## config.mk

```make
export PLATFORM = sky130hd
export DESIGN_NAME = role_auth_ctrl
export DESIGN_NICKNAME = d
export VERILOG_FILES = /design/src/rtl/role_auth_ctrl.sv
export SDC_FILE = /design/constraint.sdc
export NUM_CORES = 1
export LEC_CHECK = 0
export BUFFER_PORTS_ARGS = -buffer_cell sky130_fd_sc_hd__buf_2
export CAP_MARGIN = 20
export CORE_AREA = 2 2 706 708
export DETAILED_ROUTE_END_ITERATION = 6
export DIE_AREA = 0 0 708 710
export HOLD_SLACK_MARGIN = 0.12
export PLACE_DENSITY_LB_ADDON = 0.08
export SYNTH_ARGS = -nofsm -noshare
export SYNTH_HDL_FRONTEND = slang
export SYNTH_SLANG_ARGS = --single-unit
```

## constraint.sdc

```tcl
create_clock -name clk -period 5.6 [get_ports clk]
set_input_delay 1.12 -clock clk [delete_from_list [all_inputs] [get_ports clk]]
set_output_delay 1.12 -clock clk [all_outputs]
set_load 0.02 [all_outputs]
```

## src/rtl/role_auth_ctrl.sv

```systemverilog
module role_auth_ctrl #(
  parameter int CRED_W = 256,
  parameter int N_SVC = 8,
  parameter int MGMT_IDX = 0,
  parameter int ATTEMPT_CYCLES = 75_000_000,
  parameter logic [N_SVC-1:0] OFF_MASK = 8'b1100_0011,
  parameter logic [N_SVC-1:0] USR_MASK = 8'b0011_1101
) (
  input  logic              clk,
  input  logic              rst_n,
  input  logic              login_req,
  input  logic              login_role,
  input  logic [CRED_W-1:0] login_cred,
  input  logic              logout_req,
  input  logic              selftest_start,
  input  logic              upd_req,
  input  logic              upd_role,
  input  logic [CRED_W-1:0] upd_cred,
  input  logic              zero_req,
  input  logic              zero_role,
  input  logic [N_SVC-1:0]  svc_req,
  output logic [N_SVC-1:0]  svc_grant,
  output logic              session_valid,
  output logic              active_role,
  output logic              auth_done,
  output logic              auth_pass,
  output logic              hash_req,
  output logic [CRED_W-1:0] hash_data,
  input  logic              hash_ack,
  input  logic [CRED_W-1:0] hash_digest,
  input  logic [CRED_W-1:0] stored_dig_off,
  input  logic [CRED_W-1:0] stored_dig_usr,
  input  logic [1:0]        factory_state,
  output logic              nv_we,
  output logic              nv_sel,
  output logic [CRED_W-1:0] nv_data,
  output logic              nv_clr_factory
);

  localparam int CW = $clog2(ATTEMPT_CYCLES + 1);
  localparam logic [CW-1:0] LAST = CW'(ATTEMPT_CYCLES - 1);
  localparam logic [N_SVC-1:0] MGMT_BIT = N_SVC'(1) << MGMT_IDX;

  typedef enum logic [1:0] {S_IDLE, S_HASH, S_HOLD} st_t;

  st_t               st;
  logic [CW-1:0]     cnt;
  logic              is_upd, tgt_role, pass_q;
  logic [CRED_W-1:0] cred_q;

  logic [N_SVC-1:0] role_mask, allow, eff;
  logic idle, calm, mgmt_ok, upd_ok, zero_ok;
  logic take_login, take_upd, take_zero;

  assign role_mask = active_role ? OFF_MASK : USR_MASK;
  assign allow     = (|factory_state) ? MGMT_BIT : {N_SVC{1'b1}};
  assign eff       = session_valid ? (role_mask & allow) : '0;
  assign svc_grant = svc_req & eff;
  assign mgmt_ok   = |(eff & MGMT_BIT);
  assign upd_ok    = mgmt_ok && (active_role || !upd_role);
  assign zero_ok   = mgmt_ok && (active_role || !zero_role);

  assign idle       = (st == S_IDLE);
  assign calm       = idle && !selftest_start && !logout_req;
  assign take_login = calm && login_req;
  assign take_upd   = calm && !login_req && upd_req && upd_ok;
  assign take_zero  = calm && !login_req && !upd_req && zero_req && zero_ok;

  assign hash_req  = (st == S_HASH);
  assign hash_data = cred_q;

  always_ff @(posedge clk) begin
    if (!rst_n) begin
      st             <= S_IDLE;
      cnt            <= '0;
      is_upd         <= 1'b0;
      tgt_role       <= 1'b0;
      pass_q         <= 1'b0;
      cred_q         <= '0;
      session_valid  <= 1'b0;
      active_role    <= 1'b0;
      auth_done      <= 1'b0;
      auth_pass      <= 1'b0;
      nv_we          <= 1'b0;
      nv_sel         <= 1'b0;
      nv_data        <= '0;
      nv_clr_factory <= 1'b0;
    end else begin
      auth_done <= 1'b0;
      nv_we     <= 1'b0;
      if (selftest_start) begin
        session_valid <= 1'b0;
        active_role   <= 1'b0;
        st            <= S_IDLE;
        cred_q        <= '0;
      end else begin
        if (logout_req) begin
          session_valid <= 1'b0;
          active_role   <= 1'b0;
        end
        if (st != S_IDLE && cnt != LAST) cnt <= cnt + 1'b1;
        unique case (st)
          S_IDLE: begin
            if (take_login) begin
              cnt      <= '0;
              tgt_role <= login_role;
              is_upd   <= 1'b0;
              pass_q   <= 1'b0;
              if (session_valid) begin
                st <= S_HOLD;
              end else begin
                cred_q <= login_cred;
                st     <= S_HASH;
              end
            end else if (take_upd) begin
              tgt_role <= upd_role;
              cred_q   <= upd_cred;
              is_upd   <= 1'b1;
              st       <= S_HASH;
            end else if (take_zero) begin
              nv_we          <= 1'b1;
              nv_sel         <= zero_role;
              nv_data        <= '1;
              nv_clr_factory <= 1'b0;
            end
          end
          S_HASH: begin
            if (hash_ack) begin
              cred_q <= '0;
              if (is_upd) begin
                nv_we          <= 1'b1;
                nv_sel         <= tgt_role;
                nv_data        <= hash_digest;
                nv_clr_factory <= 1'b1;
                st             <= S_IDLE;
              end else begin
                pass_q <= (hash_digest == (tgt_role ? stored_dig_off : stored_dig_usr));
                st     <= S_HOLD;
              end
            end
          end
          S_HOLD: begin
            if (cnt == LAST) begin
              st        <= S_IDLE;
              auth_done <= 1'b1;
              auth_pass <= pass_q;
              if (pass_q && !logout_req) begin
                session_valid <= 1'b1;
                active_role   <= tgt_role;
              end
            end
          end
          default: st <= S_IDLE;
        endcase
      end
    end
  end

  AST_OPEN_BY_PASS: assert property (@(posedge clk) disable iff (!rst_n)
    $rose(session_valid) |-> (auth_done && auth_pass));
  AST_ROLE_HELD: assert property (@(posedge clk) disable iff (!rst_n)
    (session_valid && $past(session_valid)) |-> $stable(active_role));
  AST_DONE_PULSE: assert property (@(posedge clk) disable iff (!rst_n)
    auth_done |=> !auth_done);
  AST_HASH_HELD: assert property (@(posedge clk) disable iff (!rst_n)
    (hash_req && !hash_ack && !selftest_start) |=> (hash_req && $stable(hash_data)));
  AST_NO_GRANT_IDLE: assert property (@(posedge clk) disable iff (!rst_n)
    !session_valid |-> (svc_grant == '0));
  AST_FACTORY_LOCK: assert property (@(posedge clk) disable iff (!rst_n)
    (|factory_state) |-> ((svc_grant & ~MGMT_BIT) == '0));
  AST_WIPE_ONES: assert property (@(posedge clk) disable iff (!rst_n)
    (nv_we && !nv_clr_factory) |-> (nv_data == '1));
  AST_SELFTEST_CLEAR: assert property (@(posedge clk) disable iff (!rst_n)
    selftest_start |=> (!session_valid && !auth_done && !hash_req));

endmodule

```

==> reports/summary.md <==
Setup repair after global routing left no endpoint under its margin. Dividing total power by cell area gives a power density of 256 mW/mm2. The post-cts repair resize count was 0. The classification of the worst-slack hold path was flop to flop. Overall power consumption after layout is estimated at 12300 uW. The fraction of layout cells with a size suffix above 1 works out to 0.470. For the worst-skew pair, the clock arrives at the later sink with an insertion delay of 0.83 ns. The run gives 6.36 ns as the worst endpoint required time. The run gives 0 as the number of DRC violations after detailed routing.

The logs give 96 for the number of buffers created by CTS and 519 for the number of antenna violations at the first check in global routing. The post-layout net count was 6195; the total length of routed wires was 399000 um. The logs give 0.151 for the global-route usage over all layers and 0.503 mm2 for the die area.

From synthesis to final layout, the design area changed by 72.1%. Entering global routing, the biggest net connects 176 pins. The number of buffers inserted to repair setup after CTS came out at 0. By area the synthesized netlist is led by dfxtp_1 39%, nand2_1 11%, o221a_2 10%.

The detailed router placed 35900 vias in this run. For the detailed-routing iteration count for the pre-antenna-repair pass, the log shows 5. Category of the worst setup path capture point: a flop. The average instance in the mapped netlist occupies 8.83 um2.

The flow ran to the end, and the final reports show no timing, DRC or antenna violations. The number of global-route vias before repair is 34300, and the first-pass GRT wire length is 475000 um. The overflow left after global routing was 0. The final number of max-transition violations was 0. The chip height is 710 um.

The most used flip-flop cell after synthesis is dfxtp_1. Yosys printed 0 warnings. The number of rows created at floorplan was 259. Summing every instance area after synthesis gives 0.0280 mm2. The tools report the HPWL reported at the end of detailed placement as 347000 um. STA classifies the critical path startpoint as a flop. The worst supply voltage drop on vdd was 0.000196 V; the via density per instance was 3.10. The tools report the total setup violations reported at the end of the flow as 0. The tools report the number of max-capacitance violations reported as 0. The synthesized design contains 0 enable-type register cells. Wire segments on met2 add up to 186000 um in the final route. After synthesis, the netlist uses 48 different library cells. The tools report the remaining max-slew budget at the tightest pin as 0.0697.

The flip-flop and latch count after synthesis was 551; the core area was 0.495 mm2. Summed over all failing endpoints, the final setup total negative slack is 0 ns. Share of flip-flops with an asynchronous set or reset after synthesis: 0. In this run the count of I/O pins placed on the die edge is 1829. Across the routed clock network, the largest skew measured is 0.0536 ns. Sequential area share after synthesis: 0.393.

The length of routed met3 wiring is 37700 um. The cell chosen for the clock root is clkbuf_16. The detailed router put a total of 164000 um of wire on met1. The clock passes through at most 4 buffers. The post-synthesis cell type with the largest combined area was dfxtp_1. After detailed routing, no signal wire sits above met5. In this run, the number of DRC markers left after iteration 0 of detailed routing was 2676. The run gives 0 as the count of final hold-check violations. After clock tree synthesis, the clock-pin slew on the worst setup and hold paths is 0.06 ns. For the worst setup path, the data arrival time is 5.23 ns. For the initial cell density of the core, the log shows 0.0566.

The detailed-route wire length per cell was 34.5 um; the area of combinational cells with multiple inputs was 0.0157 mm2. The actual slew at the worst max-slew pin was 1.40 ns; the maximum fanout encountered on the critical timing path was 38. The H-tree generated during clock tree synthesis spans 3 levels.

Timing would allow up to 223 MHz. The count of clock tree sinks is 551, and the placer congestion estimate is 0.892. The area share of the leading cell type in the synthesized netlist is 0.393. The number of buffers added on ports is 1828. The critical path in this run is classified as flop to flop. The cell count after synthesis came out at 3177.

The run gives 0.0110 mm2 as the sequential cell area. After filler insertion, the fill cell instance count of the layout stands at 57900. The smallest clock period supported by the final layout is computed as 4.48 ns. Hold repair after CTS inserted 0 buffers. Synthesis produced a netlist with a net count of 4479. The horizontal die dimension is 708 um. TritonCTS built the clock tree. In this run the static leakage power is 0.0190 uW.

The final worst-path cycle share works out to 0.799. The count of nets left with antenna violations after detail routing came out at 0.
kinds of logic (layout without fill, tap and decap cells):
group                    after synthesis  in the layout  synth area share
AO/OA/AOI/OAI                        902            902             0.264
XOR/XNOR                             171            171            0.0534
adder cells (fa/ha/maj)                1              1          0.000446
buffers and inverters                298           2082            0.0503
flip-flops                           551            551             0.393
multiplexers                         259            259            0.0924
other                                  0            102                 0
AND/OR/NAND/NOR                      995            995             0.146
final timing paths:
check	startpoint	end	slack, ns	cells after the start
max	tgt_role	pass_q	1.12	8
min	hash_data[121]	hash_data[121]	0.45	2
max reg2reg	tgt_role	pass_q	1.12	8
min reg2reg	hash_data[121]	hash_data[121]	0.45	2
cells in the mapped netlist, types with 2 or more instances:
library cell and instances:
a211o_1 258, a211oi_1 10, a21boi_0 2, a21oi_1 278
a221oi_1 19, a22oi_1 5, a2bb2oi_1 2, and2_1 10
and3_1 6, buf_2 14, buf_4 17, buf_6 28
clkbuf_1 233, dfxtp_1 551, inv_1 5, mux2i_1 259
nand2_1 793, nand2b_1 3, nand3_1 20, nand4_1 36
nor2_1 54, nor2b_1 3, nor3_1 11, nor4_1 44
o2111ai_1 3, o211a_1 2, o211ai_1 2, o21ai_0 6
o221a_2 256, o22ai_1 24, o2bb2ai_1 32, or2_2 2
or3_1 3, or4_1 2, or4b_2 2, xnor2_1 120
xor2_1 51
cells in the final DEF, fill, tap and decap left out, types with 98 or more instances in the layout:
| cell | instances |
|---|---|
| diode_2 | 102 |
| clkbuf_16 | 98 |
| o221a_2 | 256 |
| a21oi_1 | 277 |
| mux2i_1 | 248 |
| buf_2 | 1828 |
| dfxtp_1 | 550 |
| nand2_1 | 792 |
| xnor2_1 | 120 |
| a211o_1 | 257 |
flip-flops by register name (all words and copies together), names as in the netlist, 2 cells and up:
name,cells
cnt,27
hash_data,256
nv_data,256
st,2
power by group:
group          switching, uW  internal [uW]
clock network           2640           3540
registers               26.3           3960
logic                   1480            707
total                   4150           8200
critical path, cell delays in order (launching register included):
cell and delay, ns:
dfxtp_4 0.75, buf_12 0.34, buf_4 0.42, mux2i_1 0.26, xor2_1 0.19, nand4_1 0.87, nor4_1 1.05, nand4_1 0.22
o21ai_1 0.18
metal layers:
| metal | track usage | vias to the layer above |
|---|---|---|
| met4 | 0.0242 | 180 |
| met3 | 0.0590 | 976 |
| met5 | 0 | - |
| li1 | - | 15300 |
| met2 | 0.253 | 2123 |
| met1 | 0.183 | 17400 |
layout make-up:
class	instances	area share
Antenna cell	102	0.00529
Sequential cell	551	0.229
Multi-Input combinational cell	2328	0.326
Timing Repair Buffer	1911	0.209
Inverter	5	0.000389
Tap cell	6525	0.169
Clock inverter	20	0.00436
Clock buffer	146	0.0577
through the flow:
step | hold WS (ns) | instance area (um2) | instances | setup slack (ns) | utilization
3_5_place_dp | 0.441 | 45000 | 11300 | 1.22 | 0.0908
5_1_grt | 0.458 | 48100 | 11500 | 0.998 | 0.0970
4_1_cts | 0.449 | 48000 | 11500 | 1.22 | 0.0969
6_report | 0.446 | 48300 | 11600 | 1.12 | 0.0974
3_3_place_gp | 0.437 | 45000 | 11300 | 0.630 | 0.0907
2_1_floorplan | 0.464 | 28000 | 3177 | 2.69 | -
No activity file was read; power rests on OpenSTA's default activity.
